==> config.mk <==
export PLATFORM = sky130hd
export DESIGN_NAME = firLoopSeq
export DESIGN_NICKNAME = d
export VERILOG_FILES = /design/src/rtl/firSeqPkg.sv /design/src/rtl/firSeqCtrl.sv /design/src/rtl/firSeqDatapath.sv /design/src/rtl/firLoopSeq.sv
export SDC_FILE = /design/constraint.sdc
export NUM_CORES = 1
export LEC_CHECK = 0
export BUFFER_PORTS_ARGS = -buffer_cell sky130_fd_sc_hd__buf_2
export CAP_MARGIN = 0
export CORE_ASPECT_RATIO = 1.75
export CORE_UTILIZATION = 50
export DETAILED_ROUTE_END_ITERATION = 6
export HOLD_SLACK_MARGIN = 0.03
export MAX_ROUTING_LAYER = met4
export PLACE_DENSITY = 0.72
export SYNTH_ARGS = -nofsm -noshare
export SYNTH_HDL_FRONTEND = slang
export SYNTH_SLANG_ARGS = --single-unit
==> constraint.sdc <==
create_clock -name clk -period 8.1 [get_ports clk]
set_input_delay 0.81 -clock clk [delete_from_list [all_inputs] [get_ports clk]]
set_output_delay 0.81 -clock clk [all_outputs]
set_load 0.01 [all_outputs]
==> src/rtl/firSeqPkg.sv <==
package firSeqPkg;
  typedef struct packed {
    logic latchN;
    logic clrAcc;
    logic fetch;
    logic loadCnt;
    logic decCnt;
    logic mac;
    logic rnd;
    logic sat;
  } seqStrobe_t;

  typedef enum logic [2:0] {
    ST_IDLE, ST_SETUP, ST_LDCNT, ST_ARM, ST_BODY, ST_LAST, ST_SATUR, ST_RET
  } seqState_t;
endpackage

==> src/rtl/firSeqCtrl.sv <==
module firSeqCtrl
  import firSeqPkg::*;
(
  input  logic       clk,
  input  logic       rstN,
  input  logic       start,
  input  logic       cntExpire,
  output seqStrobe_t strobe,
  output logic       busy,
  output logic       done
);
  seqState_t state, nextState;

  always_ff @(posedge clk or negedge rstN) begin
    if (!rstN) state <= ST_IDLE;
    else       state <= nextState;
  end

  always_comb begin
    strobe    = '0;
    nextState = state;
    unique case (state)
      ST_IDLE: begin
        if (start) begin
          strobe.latchN = 1'b1;
          nextState     = ST_SETUP;
        end
      end
      ST_SETUP: begin
        strobe.clrAcc = 1'b1;
        strobe.fetch  = 1'b1;
        nextState     = ST_LDCNT;
      end
      ST_LDCNT: begin
        strobe.loadCnt = 1'b1;
        nextState      = ST_ARM;
      end
      ST_ARM:  nextState = ST_BODY;
      ST_BODY: begin
        strobe.mac    = 1'b1;
        strobe.fetch  = 1'b1;
        strobe.decCnt = 1'b1;
        if (cntExpire) nextState = ST_LAST;
      end
      ST_LAST: begin
        strobe.mac = 1'b1;
        strobe.rnd = 1'b1;
        nextState  = ST_SATUR;
      end
      ST_SATUR: begin
        strobe.sat = 1'b1;
        nextState  = ST_RET;
      end
      ST_RET:  nextState = ST_IDLE;
      default: nextState = ST_IDLE;
    endcase
  end

  assign busy = (state != ST_IDLE);
  assign done = (state == ST_RET);
endmodule

==> src/rtl/firSeqDatapath.sv <==
module firSeqDatapath
  import firSeqPkg::*;
#(
  parameter int DW       = 16,
  parameter int MAX_TAPS = 16,
  parameter int GB       = 8,
  localparam int AW      = $clog2(MAX_TAPS),
  localparam int CW      = $clog2(MAX_TAPS + 1),
  localparam int ACCW    = 2 * DW + GB
)(
  input  logic          clk,
  input  logic          rstN,
  input  seqStrobe_t    strobe,
  input  logic [CW-1:0] tapCount,
  input  logic [DW-1:0] dataIn,
  input  logic [DW-1:0] coefIn,
  output logic [AW-1:0] dataAddr,
  output logic [AW-1:0] coefAddr,
  output logic          cntExpire,
  output logic [DW-1:0] result
);
  logic [CW-1:0]          nReg, nClamp, lastIdx, cnt;
  logic [AW-1:0]          dPtr, cPtr, dNext, cNext;
  logic signed [DW-1:0]   dReg, cReg;
  logic signed [2*DW-1:0] prod;
  logic [ACCW-1:0]        acc, prodExt, rndAdd;
  logic                   ovf;

  localparam logic [ACCW-1:0] SAT_MAX = {{(GB + 1){1'b0}}, {(2 * DW - 1){1'b1}}};
  localparam logic [ACCW-1:0] SAT_MIN = {{(GB + 1){1'b1}}, {(2 * DW - 1){1'b0}}};
  localparam logic [ACCW-1:0] RND_ONE = ACCW'(1) << (DW - 1);

  always_comb begin
    if (tapCount < CW'(2))             nClamp = CW'(2);
    else if (tapCount > CW'(MAX_TAPS)) nClamp = CW'(MAX_TAPS);
    else                               nClamp = tapCount;
  end

  assign lastIdx = nReg - CW'(1);
  assign dNext   = ({1'b0, dPtr} >= (CW + 1)'(lastIdx)) ? '0 : dPtr + AW'(1);
  assign cNext   = ({1'b0, cPtr} >= (CW + 1)'(lastIdx)) ? '0 : cPtr + AW'(1);

  always_ff @(posedge clk or negedge rstN) begin
    if (!rstN) begin
      nReg <= CW'(2);
      cnt  <= '0;
      dPtr <= '0;
      cPtr <= '0;
      dReg <= '0;
      cReg <= '0;
    end else begin
      if (strobe.latchN)  nReg <= nClamp;
      if (strobe.loadCnt) cnt  <= lastIdx;
      else if (strobe.decCnt) cnt <= cnt - CW'(1);
      if (strobe.fetch) begin
        dReg <= $signed(dataIn);
        cReg <= $signed(coefIn);
        dPtr <= dNext;
        cPtr <= cNext;
      end
    end
  end

  assign prod    = dReg * cReg;
  assign prodExt = {{GB{prod[2*DW-1]}}, prod};
  assign rndAdd  = strobe.rnd ? RND_ONE : '0;
  assign ovf     = (|acc[ACCW-1:2*DW-1]) && !(&acc[ACCW-1:2*DW-1]);

  always_ff @(posedge clk or negedge rstN) begin
    if (!rstN)                   acc <= '0;
    else if (strobe.clrAcc)      acc <= '0;
    else if (strobe.mac)         acc <= acc + prodExt + rndAdd;
    else if (strobe.sat && ovf)  acc <= acc[ACCW-1] ? SAT_MIN : SAT_MAX;
  end

  assign cntExpire = (cnt == CW'(1));
  assign dataAddr  = dPtr;
  assign coefAddr  = cPtr;
  assign result    = acc[2*DW-1:DW];
endmodule

==> src/rtl/firLoopSeq.sv <==
module firLoopSeq
  import firSeqPkg::*;
#(
  parameter int DW       = 16,
  parameter int MAX_TAPS = 16,
  parameter int GB       = 8,
  localparam int AW      = $clog2(MAX_TAPS),
  localparam int CW      = $clog2(MAX_TAPS + 1)
)(
  input  logic          clk,
  input  logic          rstN,
  input  logic          start,
  input  logic [CW-1:0] tapCount,
  input  logic [DW-1:0] dataIn,
  input  logic [DW-1:0] coefIn,
  output logic [AW-1:0] dataAddr,
  output logic [AW-1:0] coefAddr,
  output logic          busy,
  output logic          done,
  output logic [DW-1:0] result
);
  seqStrobe_t strobe;
  logic       cntExpire;

  firSeqCtrl uCtrl (
    .clk(clk), .rstN(rstN), .start(start), .cntExpire(cntExpire),
    .strobe(strobe), .busy(busy), .done(done)
  );

  firSeqDatapath #(.DW(DW), .MAX_TAPS(MAX_TAPS), .GB(GB)) uDp (
    .clk(clk), .rstN(rstN), .strobe(strobe), .tapCount(tapCount),
    .dataIn(dataIn), .coefIn(coefIn), .dataAddr(dataAddr),
    .coefAddr(coefAddr), .cntExpire(cntExpire), .result(result)
  );
endmodule

* Word level (Yosys, flattened, before mapping)
Index checks and enable logic that the tools add are counted.
** Operators by class
- Div/mod/pow operators :: 0
- Mux-type cells :: 23
- Multipliers :: 1
- Reductions and logical operators :: 12
- Shift-type cells :: 0
- Bitwise logic cells :: 0
- Equality and inequality tests :: 10
- Add/subtract/negate cells :: 6
- Order comparisons :: 4
** Operators with widths (count)
- 2-to-1 mux 40 bit :: 4
- adder 40 bit :: 2
- multiplier 16 x 16 -> 32 bit :: 1
- one-hot mux 3 bit (8 select lines) :: 1
- 2-to-1 mux 5 bit :: 4
- 2-to-1 mux 16 bit :: 1
- == test 3 bit, second input constant :: 4
- greater-or-equal comparator 4 x 5 -> 1 bit :: 2
- subtractor 5 x 1 -> 5 bit, second input constant :: 2
- 2-to-1 mux 1 bit :: 9
- AND reduction 9 bit :: 1
- OR reduction 9 bit :: 1
- adder 4 x 1 -> 4 bit, second input constant :: 2
- 2-to-1 mux 4 bit :: 2
- == test 3 x 2 -> 1 bit, second input constant :: 2
- 2-to-1 mux 3 bit :: 2
- nonzero test 3 bit :: 2
- == test 5 x 1 -> 1 bit, second input constant :: 1
- greater-than comparator 5 bit, second input constant :: 1
- < comparator 5 x 2 -> 1 bit, second input constant :: 1
- != test 2 bit, second input constant :: 2
- OR reduction 2 bit :: 2
- == test 3 x 1 -> 1 bit, second input constant :: 1
- zero test 3 bit :: 1
- 4 further kinds :: 5
** Word-level totals
- Memories :: 0
- Input port bits :: 40
- Output and inout bits :: 26
- Bits in latches :: 0
- Register bits :: 93
- Bits in writable memories :: 0
- Memory bits (read-only) :: 0

* Depth between registers and ports, before layout
- Depth in word-level cells :: 7
- Gate-level depth with buffers :: 37

* Modules after synthesis
A second synthesis with hierarchy kept.
** Unflattened totals
- Cell total of the unflattened synthesis :: 1771
- Area, all modules :: 16534.6 µm²
** Modules (own cells, without submodules)
- firSeqDatapath :: times used 1, cells an instance 1739, seq. area each 2253.4 µm², area each 16240.6 µm²
- firSeqCtrl :: times used 1, cells an instance 32, seq. area each 75.1 µm², area each 294.0 µm²

* Worst setup path before layout
No wires, ideal clock.
- Path kind :: register to register
- Start point :: register uDp.cReg[8]
- End point :: register uDp.acc[39]
- Buffers on the path :: 2
- Cell stages (with the launch flop) :: 36
- Slack :: -534 ps
- Data required time :: 7969 ps
- Period minus slack after synthesis :: 8634 ps
- Arrival time :: 8503 ps
- Path through :: dfrtp_1 > clkbuf_1 > clkbuf_1 > nand2_1 > fa_1 > inv_1 > fa_1 > inv_1 > fa_1 > inv_1 > fa_1 > fa_1 > inv_1 > fa_1 > inv_1 > ha_1 > a21oi_1 > a21oi_1 > a211oi_1 > nand2_1 > a21o_1 > a21o_1 > a21o_1 > a21oi_1 > xnor2_1 > ha_1 > ha_1 > and2_1 > a221oi_1 > nand3_1 > o211a_1 > o21ai_1 > a211oi_1 > or4_4 > nand4b_1 > or3b_1
** Between the ends
- Cells in the longest elaborated chain, start to end :: 5
** Ends and longest elaborated chain
- start: declaration :: RTL line firSeqDatapath.sv:24 : logic signed [DW-1:0] dReg, cReg;
- start signal: assignment :: RTL line firSeqDatapath.sv:57 : cReg <= $signed(coefIn);
- multiplier 16 x 16 -> 32 bit :: RTL line firSeqDatapath.sv:64 : assign prod = dReg * cReg;
- adder 40 bit (2 in a row) :: RTL line firSeqDatapath.sv:72 : else if (strobe.mac) acc <= acc + prodExt + rndAdd;
- 2-to-1 mux 40 bit :: RTL line firSeqDatapath.sv:72
- 2-to-1 mux 40 bit :: RTL line firSeqDatapath.sv:71 : else if (strobe.clrAcc) acc <= '0;
- end signal: assignment :: RTL line firSeqDatapath.sv:72
- end signal: assignment :: RTL line firSeqDatapath.sv:73 : else if (strobe.sat && ovf) acc <= acc[ACCW-1] ? SAT_MIN : SAT_MAX;
- end: declaration :: RTL line firSeqDatapath.sv:26 : logic [ACCW-1:0] acc, prodExt, rndAdd;
No other way between the ends.
A chain may end at the register's enable or synchronous reset.

* Worst setup path in the final report
- Start point :: register uDp.cReg[4]
- End point :: register uDp.acc[39]
Same word-level chain as after synthesis.

==> results.py <==
metrics = {
    "setup_path": {
        "cp_slowest_stage_delay_ps": 540,
        "path_max_fanout": 8,
        "worstRegToRegCells": 32,
        "path_class": "flip-flop to flip-flop",
        "slowest_stage": "fa_1",
        "cp_data_required_time_ps": 8370,
        "worst_setup_path_end_kind": "flip-flop",
        "cp_common_cell": "fa_1",
        "critPathLaunchType": "flip-flop",
        "crit_arrival_ps": 8690,
    },
    "synthesis": {
        "synth_edf_count": 0,
        "synth.lib_cells_used.distinct": 70,
        "synth-xor-area-share": 0.03274,
        "synthesis.area_per_instance_um2": 9.107,
        "synth.top_cells.by_area": "fa_1 32%, dfrtp_1 14%, ha_1 13%",
        "post_synth_fa_ha_maj_area_fraction": 0.4507,
        "post-synth-top-area-fraction": 0.3187,
        "synth_fp_nets": 2300,
        "synthesized_instance_count": 1821,
        "post_synth_and_or_nand_nor_area_fraction": 0.1546,
        "synth_mux_area_frac": 0.02429,
        "synthDominantAreaCellType": "fa_1",
        "synth_compound_gate_area_share": 0.1065,
        "ys.flop_type": "dfrtp_1",
        "synthesis.yosys.warnings": 0,
        "main_combinational_cell_family_by_area_after_synthesis": "adder cells",
        "synth-seq-area-share": 0.1404,
        "ys_ff_latch": 93,
        "syn_area_mm2": 0.01658,
        "async_reset_ff_frac": 1.000,
    },
    "place": {
        "globalplace.congestion": 0.9385,
        "port_buffer_count": 65,
        "detailed_placement_wirelength_estimate_um": 34610,
        "place_worst_setup_slack_ps": -448.3,
    },
    "drt": {
        "route.detailed.drc": 0,
        "number_of_vias_in_the_routed_layout": 13220,
        "vias_per_cell": 5.411,
        "drtIter0Drc": 491,
        "finalWirelength_um": 41790,
        "detail-route-antenna-nets": 0,
        "drt-pass1-iter-count": 5,
        "wire_per_inst_um": 17.10,
    },
    "clocking": {
        "path_clk_slew_ps": 80,
        "clock_tree_root_driver_cell": "clkbuf_16",
        "cts.sinks": 93,
        "cts.path.max_buffers": 2,
        "postCtsHoldBufs": 0,
        "clkLatencyLatePin_ps": 390,
        "cts_tree": "yes",
        "cts.htree.levels": 3,
        "number_of_buffers_added_by_the_clock_tree_synthesis_step": 9,
    },
    "finish": {
        "antenna_cells_inserted": 0,
        "flow.area_growth_from_synthesis_pct": 19.31,
        "drive_above_1_share": 0.2329,
        "fillCellCount": 2700,
        "num-nets-final": 2518,
    },
    "sta": {
        "max-slew-margin-rel": 0.4117,
        "worst_clock_skew_ps": 10.73,
        "setup-tns-final_ps": -434.9,
        "finalCriticalPeriod_ps": 8420,
        "final_critical_path_share_of_the_clock_period": 1.040,
        "timing.final.max_slew_violations": 0,
        "timing_worst_slew_pin_value_ps": 882.4,
        "clock.fmax_mhz": 118.8,
        "finalWorstSetupSlack_ps": -320.3,
        "unrepaired_setup_endpoints_after_global_routing": "true",
        "final.hold.worst_slack_ps": 376.3,
        "report.final.setup_viol": 2,
        "finalHoldViolCount": 0,
    },
    "die": {
        "fp.dieArea_mm2": 0.03393,
        "floorplan.initialDensity": 0.5113,
        "ios": 66,
        "chipWidth_um": 139.7,
        "design.core.area_mm2": 0.03244,
        "floorplan.die.height_um": 242.9,
        "num_rows": 87,
    },
    "global_route": {
        "grt_max_degree": 65,
        "grt_pass1_vias": 14820,
        "grt.total_usage": 0.2712,
        "grt_pass1_wl_um": 70170,
        "grt_remaining_overflow": 0,
        "number_of_antenna_violations_at_the_first_check_in_global_routing": 0,
    },
    "flow_run": {
        "maxCapViolations": 0,
    },
    "min_path": {
        "hold_class": "primary input to async pin",
    },
    "outcome": {
        "result_of_the_run": "finished, violations left",
        "failed_checks": "negative setup slack",
    },
}
==> synth_stat cells, drive strengths merged, types with 20 or more instances <==
cell	count
mux2	34
and2	133
xor2	20
o21ai	80
nor2	78
nand3	21
ha	175
nand2	196
clkbuf	58
dfrtp	92
xnor2	42
inv	309
nand2b	20
nor3	21
a21o	36
a21oi	82
fa	264
==> registers in the layout, summed over array words and instances (netlist names) <==
signal,count
uDp.coefAddr,4
uDp.cnt,5
uDp.nReg,5
uDp.cReg,16
uCtrl.state,3
uDp.dataAddr,4
uDp.dReg,16
uDp.acc,40
==> path summary, 6_finish.rpt <==
check	slack, ps	from	endpoint
setup / recovery	-320	uDp.cReg[4]$_DFFE_PN0P_	uDp.acc[39]$_DFFE_PN0P_
hold / removal	380	rstN	uDp.acc[32]$_DFFE_PN0P_
setup reg to reg	-320	uDp.cReg[4]$_DFFE_PN0P_	uDp.acc[39]$_DFFE_PN0P_
hold reg to reg	490	uDp.nReg[1]$_DFFE_PN1P_	uDp.nReg[1]$_DFFE_PN1P_
max in group asynchronous	6400	rstN	uDp.cReg[5]$_DFFE_PN0P_
min in group clk	490	uDp.nReg[1]$_DFFE_PN1P_	uDp.nReg[1]$_DFFE_PN1P_
==> layout make-up <==
class | count | area, um^2 | area share
multi-input cells | 1343 | 13410 | 0.6776
inverters | 310 | 1164 | 0.05881
clock buffers | 10 | 239.0 | 0.01208
repair buffers | 282 | 2027 | 0.1024
clock inverters | 6 | 97.59 | 0.004932
well taps | 400 | 500.5 | 0.02529
flip-flops and latches | 93 | 2351 | 0.1188
==> critical path: cells and delay by family (launching register included) <==
family          cells  cell delay, ps
flops               1             480
buf+inv             3             230
simple gates       10            2290
compound gates      9            1480
xor+xnor            1             130
fa+ha+maj           9            3680
==> placed cells by master (no fill, tap or decap), types with 19 or more instances in the layout <==
| master | count |
|---|---|
| nor2_1 | 74 |
| xnor2_1 | 41 |
| a21oi_1 | 61 |
| buf_2 | 64 |
| o21ai_0 | 56 |
| nand2_1 | 192 |
| a21o_1 | 35 |
| mux2_2 | 34 |
| and2_1 | 126 |
| ha_1 | 157 |
| a21oi_2 | 19 |
| buf_4 | 204 |
| dfrtp_1 | 74 |
| xor2_1 | 20 |
| nand2b_1 | 20 |
| fa_1 | 253 |
| inv_1 | 303 |
==> metal layers <==
layer  vias to the layer above  global-route usage  part of all wire
met5                         -                   -                 0
met1                      6568              0.2720              0.36
li1                       6225                   -                 -
met2                       304              0.5112              0.56
met3                       127             0.03097             0.029
met4                         0              0.1380             0.053
==> per-stage QoR <==
| stage | area (um^2) | util | cells |
|---|---|---|---|
| 4_1_cts | 19220 | 0.5926 | 2431 |
| 3_3_place_gp | 18710 | 0.5769 | 2408 |
| 2_1_floorplan | 16770 | - | 1821 |
| 6_report | 19790 | 0.6100 | 2444 |
| 3_5_place_dp | 18710 | 0.5769 | 2408 |
| 5_1_grt | 19790 | 0.6100 | 2444 |
==> cell families (layout without fill, tap and decap cells) <==
logic type | after synthesis | count (layout)
AO/OA/AOI/OAI | 283 | 283
XOR/XNOR | 62 | 62
adder cells (fa/ha/maj) | 439 | 439
buffers and inverters | 385 | 608
flip-flops | 93 | 93
multiplexers | 36 | 36
AND/OR/NAND/NOR | 523 | 523
==> repair_timing <==
| item | 4_1_cts | 5_1_grt |
|---|---|---|
| pin swaps | 43 | 44 |
| gates cloned | 0 | 0 |
| setup endpoints to repair | 7 | 16 |
| resized for setup | 43 | 102 |
| buffers inserted | 7 | 13 |
Power is left out: the tool's default activity adds up to more than one toggle a clock period on the data nets, which glitch-free logic cannot reach.
